## src/rtl/uart_os_rx_pkg.sv

```systemverilog
package uart_os_rx_pkg;
  localparam int DATA_W = 8;

  typedef struct packed {
    logic              ferr;
    logic              perr;
    logic [DATA_W-1:0] data;
  } rx_char_t;

  typedef enum logic [2:0] {
    ST_IDLE,
    ST_START,
    ST_DATA,
    ST_PAR,
    ST_STOP
  } rx_state_t;
endpackage

```

## src/rtl/uart_os_rx_tick.sv

```systemverilog
module uart_os_rx_tick #(
  parameter int DIV_W = 12
) (
  input  logic             clk,
  input  logic             rst,
  input  logic             en,
  input  logic [DIV_W-1:0] div,
  output logic             tick
);
  logic [DIV_W-1:0] cnt;

  always_ff @(posedge clk) begin
    if (rst || !en) begin
      cnt  <= div;
      tick <= 1'b0;
    end else if (cnt == '0) begin
      cnt  <= div;
      tick <= 1'b1;
    end else begin
      cnt  <= cnt - 1'b1;
      tick <= 1'b0;
    end
  end
endmodule

```

## src/rtl/uart_os_rx_frame.sv

```systemverilog
module uart_os_rx_frame
  import uart_os_rx_pkg::*;
#(
  parameter int SYNC_STAGES = 2
) (
  input  logic     clk,
  input  logic     rst,
  input  logic     en,
  input  logic     tick,
  input  logic     dbl_speed,
  input  logic [1:0] par_mode,
  input  logic     rx_in,
  output logic     done,
  output rx_char_t char_out
);
  localparam int CNT_W = 4;
  localparam int BIT_W = $clog2(DATA_W);
  localparam logic [BIT_W-1:0] LAST_BIT = BIT_W'(DATA_W - 1);

  logic [SYNC_STAGES-1:0] sync_q;
  logic                   rx_s;
  rx_state_t              state;
  logic [CNT_W-1:0]       s_cnt;
  logic [BIT_W-1:0]       bit_n;
  logic [1:0]             hist;
  logic [DATA_W-1:0]      shreg;
  logic                   dbl_l, par_on_l, odd_l;
  logic                   vote;
  logic [CNT_W-1:0]       last_idx, vote_idx;

  always_ff @(posedge clk) begin
    if (rst) sync_q <= '1;
    else     sync_q <= {sync_q[SYNC_STAGES-2:0], rx_in};
  end
  assign rx_s = sync_q[SYNC_STAGES-1];

  assign vote     = (hist[1] & hist[0]) | (hist[1] & rx_s) | (hist[0] & rx_s);
  assign last_idx = dbl_l ? 4'd7 : 4'd15;
  assign vote_idx = dbl_l ? 4'd6 : 4'd9;

  always_ff @(posedge clk) begin
    if (rst || !en) begin
      state    <= ST_IDLE;
      s_cnt    <= '0;
      bit_n    <= '0;
      hist     <= 2'b11;
      shreg    <= '0;
      dbl_l    <= 1'b0;
      par_on_l <= 1'b0;
      odd_l    <= 1'b0;
      done     <= 1'b0;
      char_out <= '0;
    end else begin
      done <= 1'b0;
      if (tick) begin
        hist <= {hist[0], rx_s};
        if (state == ST_IDLE) begin
          if (!rx_s) begin
            state         <= ST_START;
            s_cnt         <= 4'd1;
            bit_n         <= '0;
            dbl_l         <= dbl_speed;
            par_on_l      <= par_mode[1];
            odd_l         <= par_mode[0];
            char_out.perr <= 1'b0;
          end
        end else begin
          s_cnt <= (s_cnt == last_idx) ? '0 : s_cnt + 1'b1;
          if (s_cnt == vote_idx) begin
            case (state)
              ST_START: if (vote) state <= ST_IDLE;
              ST_DATA:  shreg <= {vote, shreg[DATA_W-1:1]};
              ST_PAR:   char_out.perr <= vote ^ (^shreg) ^ odd_l;
              ST_STOP: begin
                char_out.data <= shreg;
                char_out.ferr <= ~vote;
                done          <= 1'b1;
                state         <= ST_IDLE;
              end
              default: state <= ST_IDLE;
            endcase
          end else if (s_cnt == last_idx) begin
            case (state)
              ST_START: state <= ST_DATA;
              ST_DATA: begin
                if (bit_n == LAST_BIT) state <= par_on_l ? ST_PAR : ST_STOP;
                bit_n <= bit_n + 1'b1;
              end
              ST_PAR:  state <= ST_STOP;
              default: state <= ST_IDLE;
            endcase
          end
        end
      end
    end
  end
endmodule

```

## src/rtl/uart_os_rx_fifo.sv

```systemverilog
module uart_os_rx_fifo
  import uart_os_rx_pkg::*;
#(
  parameter int DEPTH = 2
) (
  input  logic     clk,
  input  logic     rst,
  input  logic     flush,
  input  logic     wr,
  input  rx_char_t wr_char,
  input  logic     rd,
  output rx_char_t head,
  output logic     not_empty,
  output logic     ovr
);
  localparam int PTR_W = (DEPTH > 1) ? $clog2(DEPTH) : 1;
  localparam int CNT_W = $clog2(DEPTH + 1);
  localparam logic [PTR_W-1:0] LAST_PTR = PTR_W'(DEPTH - 1);
  localparam logic [CNT_W-1:0] FULL_CNT = CNT_W'(DEPTH);

  rx_char_t         mem [DEPTH];
  logic [PTR_W-1:0] wptr, rptr;
  logic [CNT_W-1:0] cnt;
  logic             do_wr, do_rd, full;

  assign full  = (cnt == FULL_CNT);
  assign do_wr = wr && !full;
  assign do_rd = rd && (cnt != '0);

  always_ff @(posedge clk) begin
    if (do_wr) mem[wptr] <= wr_char;
  end

  always_ff @(posedge clk) begin
    if (rst || flush) begin
      wptr <= '0;
      rptr <= '0;
      cnt  <= '0;
      ovr  <= 1'b0;
    end else begin
      if (do_wr) wptr <= (wptr == LAST_PTR) ? '0 : wptr + 1'b1;
      if (do_rd) rptr <= (rptr == LAST_PTR) ? '0 : rptr + 1'b1;
      case ({do_wr, do_rd})
        2'b10:   cnt <= cnt + 1'b1;
        2'b01:   cnt <= cnt - 1'b1;
        default: cnt <= cnt;
      endcase
      if (wr && full) ovr <= 1'b1;
    end
  end

  assign head      = mem[rptr];
  assign not_empty = (cnt != '0);
endmodule

```

## src/rtl/uart_os_rx.sv

```systemverilog
module uart_os_rx
  import uart_os_rx_pkg::*;
#(
  parameter int DIV_W      = 12,
  parameter int FIFO_DEPTH = 2
) (
  input  logic              clk,
  input  logic              rst,
  input  logic              rx_en,
  input  logic              dbl_speed,
  input  logic [1:0]        par_mode,
  input  logic [DIV_W-1:0]  baud_div,
  input  logic              rx_in,
  input  logic              rd_stb,
  output logic [DATA_W-1:0] rd_data,
  output logic              rd_avail,
  output logic              rd_perr,
  output logic              rd_ferr,
  output logic              overrun
);
  logic     smp_tick;
  logic     frm_done;
  rx_char_t frm_char;
  rx_char_t head;

  uart_os_rx_tick #(.DIV_W(DIV_W)) u_tick (
    .clk  (clk),
    .rst  (rst),
    .en   (rx_en),
    .div  (baud_div),
    .tick (smp_tick)
  );

  uart_os_rx_frame #(.SYNC_STAGES(2)) u_frame (
    .clk       (clk),
    .rst       (rst),
    .en        (rx_en),
    .tick      (smp_tick),
    .dbl_speed (dbl_speed),
    .par_mode  (par_mode),
    .rx_in     (rx_in),
    .done      (frm_done),
    .char_out  (frm_char)
  );

  uart_os_rx_fifo #(.DEPTH(FIFO_DEPTH)) u_fifo (
    .clk       (clk),
    .rst       (rst),
    .flush     (!rx_en),
    .wr        (frm_done),
    .wr_char   (frm_char),
    .rd        (rd_stb),
    .head      (head),
    .not_empty (rd_avail),
    .ovr       (overrun)
  );

  assign rd_data = head.data;
  assign rd_perr = head.perr;
  assign rd_ferr = head.ferr;
endmodule

```

## config.mk

```make
export PLATFORM = sky130hd
export DESIGN_NAME = uart_os_rx
export DESIGN_NICKNAME = d
export VERILOG_FILES = /design/src/rtl/uart_os_rx_pkg.sv /design/src/rtl/uart_os_rx_tick.sv /design/src/rtl/uart_os_rx_frame.sv /design/src/rtl/uart_os_rx_fifo.sv /design/src/rtl/uart_os_rx.sv
export SDC_FILE = /design/constraint.sdc
export NUM_CORES = 1
export LEC_CHECK = 0
export CAP_MARGIN = 15
export CELL_PAD_IN_SITES_DETAIL_PLACEMENT = 0
export CELL_PAD_IN_SITES_GLOBAL_PLACEMENT = 2
export CORE_MARGIN = 3
export CORE_UTILIZATION = 37
export DETAILED_ROUTE_END_ITERATION = 7
export PLACE_DENSITY = 0.83
export SETUP_SLACK_MARGIN = 0.02
export SLEW_MARGIN = 10
export SYNTH_ARGS = -nofsm -noshare
export SYNTH_HDL_FRONTEND = slang
export SYNTH_SLANG_ARGS = --single-unit
```

## constraint.sdc

```tcl
create_clock -name clk -period 2.6 [get_ports clk]
set_input_delay 0.52 -clock clk [delete_from_list [all_inputs] [get_ports clk]]
set_output_delay 0.52 -clock clk [all_outputs]
set_load 0.01 [all_outputs]
```

== After elaboration in Yosys (flattened, before gate mapping) ==
Memory sizes are Yosys's and may differ from the RTL's. A register that Yosys moved wholly into a read port is not among the register bits.
Cells that the tools add are included.
Cells by class
  $add $sub $neg: 7
  eq/ne operators: 15
  muxes and demuxes: 35
  bitwise operators: 12
  reduce and logical (&&, ||, !) cells: 25
Operators by type and width (number)
  3-bit 2-to-1 mux: 12
  12-bit 2-to-1 mux: 2
  4-bit 2-to-1 mux: 5
  12-bit logical NOT: 1
  4-bit AND reduction: 3
  2-bit nonzero test: 6
  12-bit by 1-bit subtractor with 12-bit output, second input constant: 1
  1-bit 2-to-1 mux: 11
  9-bit 2-to-1 mux: 1
  3-bit one-hot mux with 3 select lines: 1
  4-bit == test: 2
  8-bit 2-to-1 mux: 1
  8-bit XOR reduction: 1
  3-bit by 2-bit == test with 1-bit output, second input constant: 2
  3-bit == test, second input constant: 2
  3-bit one-hot mux with 2 select lines: 1
  6-bit AND reduction: 1
  1-bit inverter: 5
  5-bit AND reduction: 1
  4-bit by 1-bit adder with 4-bit output, second input constant: 1
  2-bit == test, second input constant: 2
  4-bit by 1-bit != test with 1-bit output, second input constant: 1
  4-bit by 2-bit != test with 1-bit output, second input constant: 1
  2-bit one-hot mux with 2 select lines: 1
  21 further kinds: 29
Word-level totals
  register bits: 54
  RAM bits: 20
  input bits: 20
  output and inout bits: 12
  logic and storage cells: 114
  memories kept: 1
Memory list
  u_fifo.mem: depth 2, bits a word 10, rd ports 1, clocked after Yosys merged registers in 1, wr ports 1, line uart_os_rx_fifo.sv:21  | rx_char_t mem [DEPTH];

== Logic depth before layout (Yosys ltp) ==
  depth after elaboration: 8
  gate-level depth with buffers: 8
  mapped depth without buffers: 7

== Modules after synthesis ==
From an unflattened synthesis, not the netlist that was laid out.
Second synthesis, totals
  cell total of the unflattened synthesis: 314
  area, all modules: 3279.4 um^2
Modules (own cells, without submodules)
  uart_os_rx_frame: instances 1, cells each 180, area each 1657.8 um^2, seq. area each 720.7 um^2
  uart_os_rx_fifo: instances 1, cells each 62, area each 983.4 um^2, seq. area each 720.7 um^2
  uart_os_rx_tick: instances 1, cells each 71, area each 634.4 um^2, seq. area each 260.2 um^2
  uart_os_rx: instances 1, cells each 1, area each 3.8 um^2, seq. area each 0.0 um^2

== Least setup slack after synthesis ==
No wires, ideal clock.
  kind: reg-to-reg
  from: reg u_frame.bit_n[0]
  to: reg u_frame.state[2]
  library setup time: 0.128 ns
  arrival time: 1.722 ns
  required time: 2.472 ns
  slack: 0.750 ns
  stages on the path, launching flop included: 8
  buffers on the path: 0
  period minus slack after synthesis: 1.850 ns
  cells stage by stage: dfxtp_1 > ha_1 > ha_1 > or3_1 > a41o_2 > o21bai_1 > mux2i_1 > nor2_1
Between the ends
  longest elaborated chain between the ends: 3
Ends and longest elaborated chain
  start: declaration: line uart_os_rx_frame.sv:24  | logic [BIT_W-1:0] bit_n;
  start signal: assignment: line uart_os_rx_frame.sv:87  | bit_n <= bit_n + 1'b1;
  3-bit == test: line uart_os_rx_frame.sv:86  | if (bit_n == LAST_BIT) state <= par_on_l ? ST_PAR : ST_STOP;
  4-bit by 1-bit != test with 1-bit output (no line)
  6-bit AND reduction (no line)
  end signal: assignment: line uart_os_rx_frame.sv:86
  end: declaration: line uart_os_rx_frame.sv:22  | rx_state_t state;
No other way between the ends.
A chain may end at the register's enable or synchronous reset.

==> impl_metrics.py <==
metrics = {
    "run_status": {
        "status": "completed",
    },
    "yosys": {
        "async_flop_share_pct": 0,
        "ys_seq_elements": 75,
        "synth_edf_count": 20,
        "seq_area_frac_synth_pct": 51.79,
        "syn_area_sq_um": 3286,
        "yosysMostFrequentCell": "dfxtp_1",
        "synth_nets": 343,
        "syn_avg_cell_area_sq_um": 10.36,
        "synthTopCellsByCount": "dfxtp_1 (55), nor2_1 (34), nand2_1 (32), mux2i_1 (21), edfxtp_1 (20)",
        "ys_warn_count": 0,
        "ys.flop_type": "dfxtp_1",
        "synthTopCellsByArea": "dfxtp_1 (34%), edfxtp_1 (18%), mux2i_1 (6.4%)",
        "syn_inst": 317,
        "synth_area_leader_cell": "dfxtp_1",
        "synth_top_area_share_pct": 33.51,
        "synth_cell_type_count": 48,
    },
    "cts": {
        "ctsHoldBuffers": 0,
        "clock_latency_ns": 0.34,
        "clock-sinks": 75,
        "cts_made_buffers": 9,
        "root_buffer": "clkbuf_8",
        "clk_path_buf_depth": 2,
        "ctsResizeCount": 0,
        "cts_post_setup_buffers_inserted": 0,
        "cts_tree": "done",
        "clkTransAtPathRegs_ns": 0.08,
        "ctsHtreeMaxLevel": 3,
    },
    "routing": {
        "wirelength_microns": 5499,
        "drc": 0,
        "viasPerCell": 4.860,
        "wl_per_cell_microns": 12.03,
        "drtAntennaViolNets": 0,
        "first_pass_iters": 4,
        "route.vias.total": 2221,
        "drt_iter0_drc": 28,
    },
    "critical_path": {
        "r2r_start": "u_frame.s_cnt[1]",
        "reg2reg_slack_ns": 0.56,
        "worstSetupStartpointType": "flop",
        "max_stage_delay_ns": 0.57,
        "path_buf_inv": 1,
        "path_cells": "mux2_2, clkdlybuf4s50_1",
        "arrival_ns": 1.76,
        "endpoint_kind": "output pin",
        "rr_endpoint": "u_frame.char_out[9]",
        "r2r_cells": 6,
        "cp_top_family": "flip-flops",
        "slowest_stage": "dfxtp_1",
        "path_class": "flop to output pin",
        "cp_data_required_time_ns": 2.08,
        "path_max_fanout": 10,
    },
    "pwr": {
        "combPwrFrac_pct": 4.3,
        "pwr-share-seq_pct": 56.3,
        "p_sw_share_pct": 21.92,
        "p_sw_w": 0.0004777,
        "max-vdd-ir-drop_v": 0.0002094,
        "clkPwrFrac_pct": 39.4,
        "leakage_nw": 1.427,
        "power_density_nw_per_um2": 564.5,
        "intPower_w": 0.001701,
    },
    "hold_path": {
        "whs_path_depth": 1,
        "holdPathEnd": "u_frame.sync_q[1]",
        "min_from": "u_frame.sync_q[0]",
        "hp-class": "flop to flop",
    },
    "global_routing": {
        "grt_pass1_wl_microns": 9535,
        "antenna_found_initial": 0,
        "gr-total-overflow": 0,
        "grt_max_degree": 36,
        "track_usage_pct": 11.65,
        "grt_pass1_vias": 2147,
    },
    "finish": {
        "synthToLayoutAreaGrowth_pct": 17.48,
        "multiInputGateArea_sq_um": 1471,
        "nFillCells": 816,
        "drive_gt1_share_pct": 11.08,
        "ff_latch_area_sq_um": 1702,
        "nNetsFinal": 373,
        "final_cell_count_no_fill": 457,
        "antenna_cells": 0,
        "post-route-cell-area_sq_um": 3860,
    },
    "place": {
        "portBuffers": 31,
        "hpwl_microns": 3858,
        "dp.cells": 441,
        "place_congestion": 0.7318,
        "postPlaceCellArea_sq_um": 3667,
        "pre_cts_slack_ns": 0.5727,
    },
    "floorplanning": {
        "ioPinCount": 32,
        "die_y_microns": 100.2,
        "start_util_pct": 39.01,
        "die_w_microns": 100.2,
        "fp-row-count": 33,
        "dieArea_sq_um": 10050,
        "core_area_sq_um": 8423,
    },
    "flow_run": {
        "maxCapViolations": 0,
    },
    "sta": {
        "fin_skew_ns": 0.006511,
        "worst_pin_slew_ns": 0.7523,
        "worst_slack_ns": 0.3185,
        "post-route-period-util_pct": 87.75,
        "timing.hold.ws_ns": 0.4205,
        "grt_setup_unrepaired": "false",
        "slew_violations": 0,
        "fin_setup_tns_ns": 0,
        "fmax_mhz": 438.3,
        "finalCriticalPeriod_ns": 2.282,
        "setup_violations": 0,
        "hold_viol_final": 0,
        "slew_headroom_pct": 49.66,
    },
}
[worst max path at each step]
stage                  endpoint  depth (start not counted)  slack, ns
2_1_floorplan  u_frame.state[2]                          7       0.75
3_3_place_gp   u_frame.state[2]                          7       0.59
3_5_place_dp   u_frame.state[2]                          7       0.57
4_1_cts              rd_data[3]                          2       0.26
5_1_grt              rd_data[6]                          2       0.22
6_report             rd_data[3]                          2       0.32
[power by group through the flow]
stage | logic [W] | clock network (W) | registers [W]
floorplan | 0.0000545 | 0 | 0.00125
global placement | 0.0000951 | 0 | 0.00125
detailed placement | 0.0000954 | 0 | 0.00125
CTS | 0.0000958 | 0.000894 | 0.00123
global route | 0.000105 | 0.000938 | 0.00123
finish | 0.0000940 | 0.000858 | 0.00123
[kinds of logic after synthesis]
group	Yosys count	synth area share [%]
AO/OA/AOI/OAI	41	7.464
XOR/XNOR	24	6.398
adder cells (fa/ha/maj)	7	2.589
buffers and inverters	22	3.427
flip-flops	75	51.79
multiplexers	32	10.51
AND/OR/NAND/NOR	116	17.82
[through the flow]
step,power [W],util (%)
2_1_floorplan,0.001305,-
3_3_place_gp,0.001350,43.54
3_5_place_dp,0.001350,43.54
4_1_cts,0.002217,45.83
5_1_grt,0.002274,45.83
6_report,0.002179,45.83
[layout by cell type, fill, tap and decap left out, drive strengths merged, types with 2 or more instances in the layout]
| master | instances |
|---|---|
| dfxtp | 55 |
| nor2 | 34 |
| nand2 | 32 |
| clkdlybuf4s50 | 31 |
| mux2i | 22 |
| edfxtp | 20 |
| o21ai | 20 |
| xnor2 | 13 |
| nand3 | 11 |
| xor2 | 11 |
| mux2 | 10 |
| clkbuf | 9 |
| a21oi | 9 |
| inv | 6 |
| ha | 6 |
| nand4 | 6 |
| nor2b | 5 |
| or2 | 5 |
| clkinv | 5 |
| or3 | 4 |
| nor3 | 4 |
| buf | 4 |
| nand4b | 2 |
| nand3b | 2 |
| nor3b | 2 |
| a32oi | 2 |
| o211ai | 2 |
| o31ai | 2 |
| a31oi | 2 |
| nor4 | 2 |
[sequential cells by signal (all words and copies together) (netlist names), named ones only]
register / flops
u_frame.hist: 2
u_fifo.mem: 20
u_frame.bit_n: 3
u_fifo.cnt: 2
u_fifo.rptr: 1
u_frame.dbl_l: 1
u_frame.char_out: 10
u_frame.s_cnt: 4
u_frame.odd_l: 1
u_frame.par_on_l: 1
u_fifo.ovr: 1
u_fifo.wptr: 1
u_tick.cnt: 12
u_tick.tick: 1
u_frame.state: 3
u_frame.done: 1
u_frame.sync_q: 2
u_frame.shreg: 8
[routing by layer]
metal  vias to the layer above  GRT usage (%)  wire length (microns)
li1                       1172              -                      -
met1                      1014          14.93                   2728
met2                        29          18.65                   2512
met3                         6          2.710                    193
met4                         0          5.285                     64
met5                         -              0                      0
[area by class of cell]
class                      instances  share of cell area [%]
timing repair buffer              35                   8.817
tap                              105                   3.404
inverter                           6                  0.5835
multi-input combinational        220                   38.12
clock inverter                     7                   1.783
clock buffer                       9                   3.209
sequential                        75                   44.08
Power figures use the tool's default switching activity.
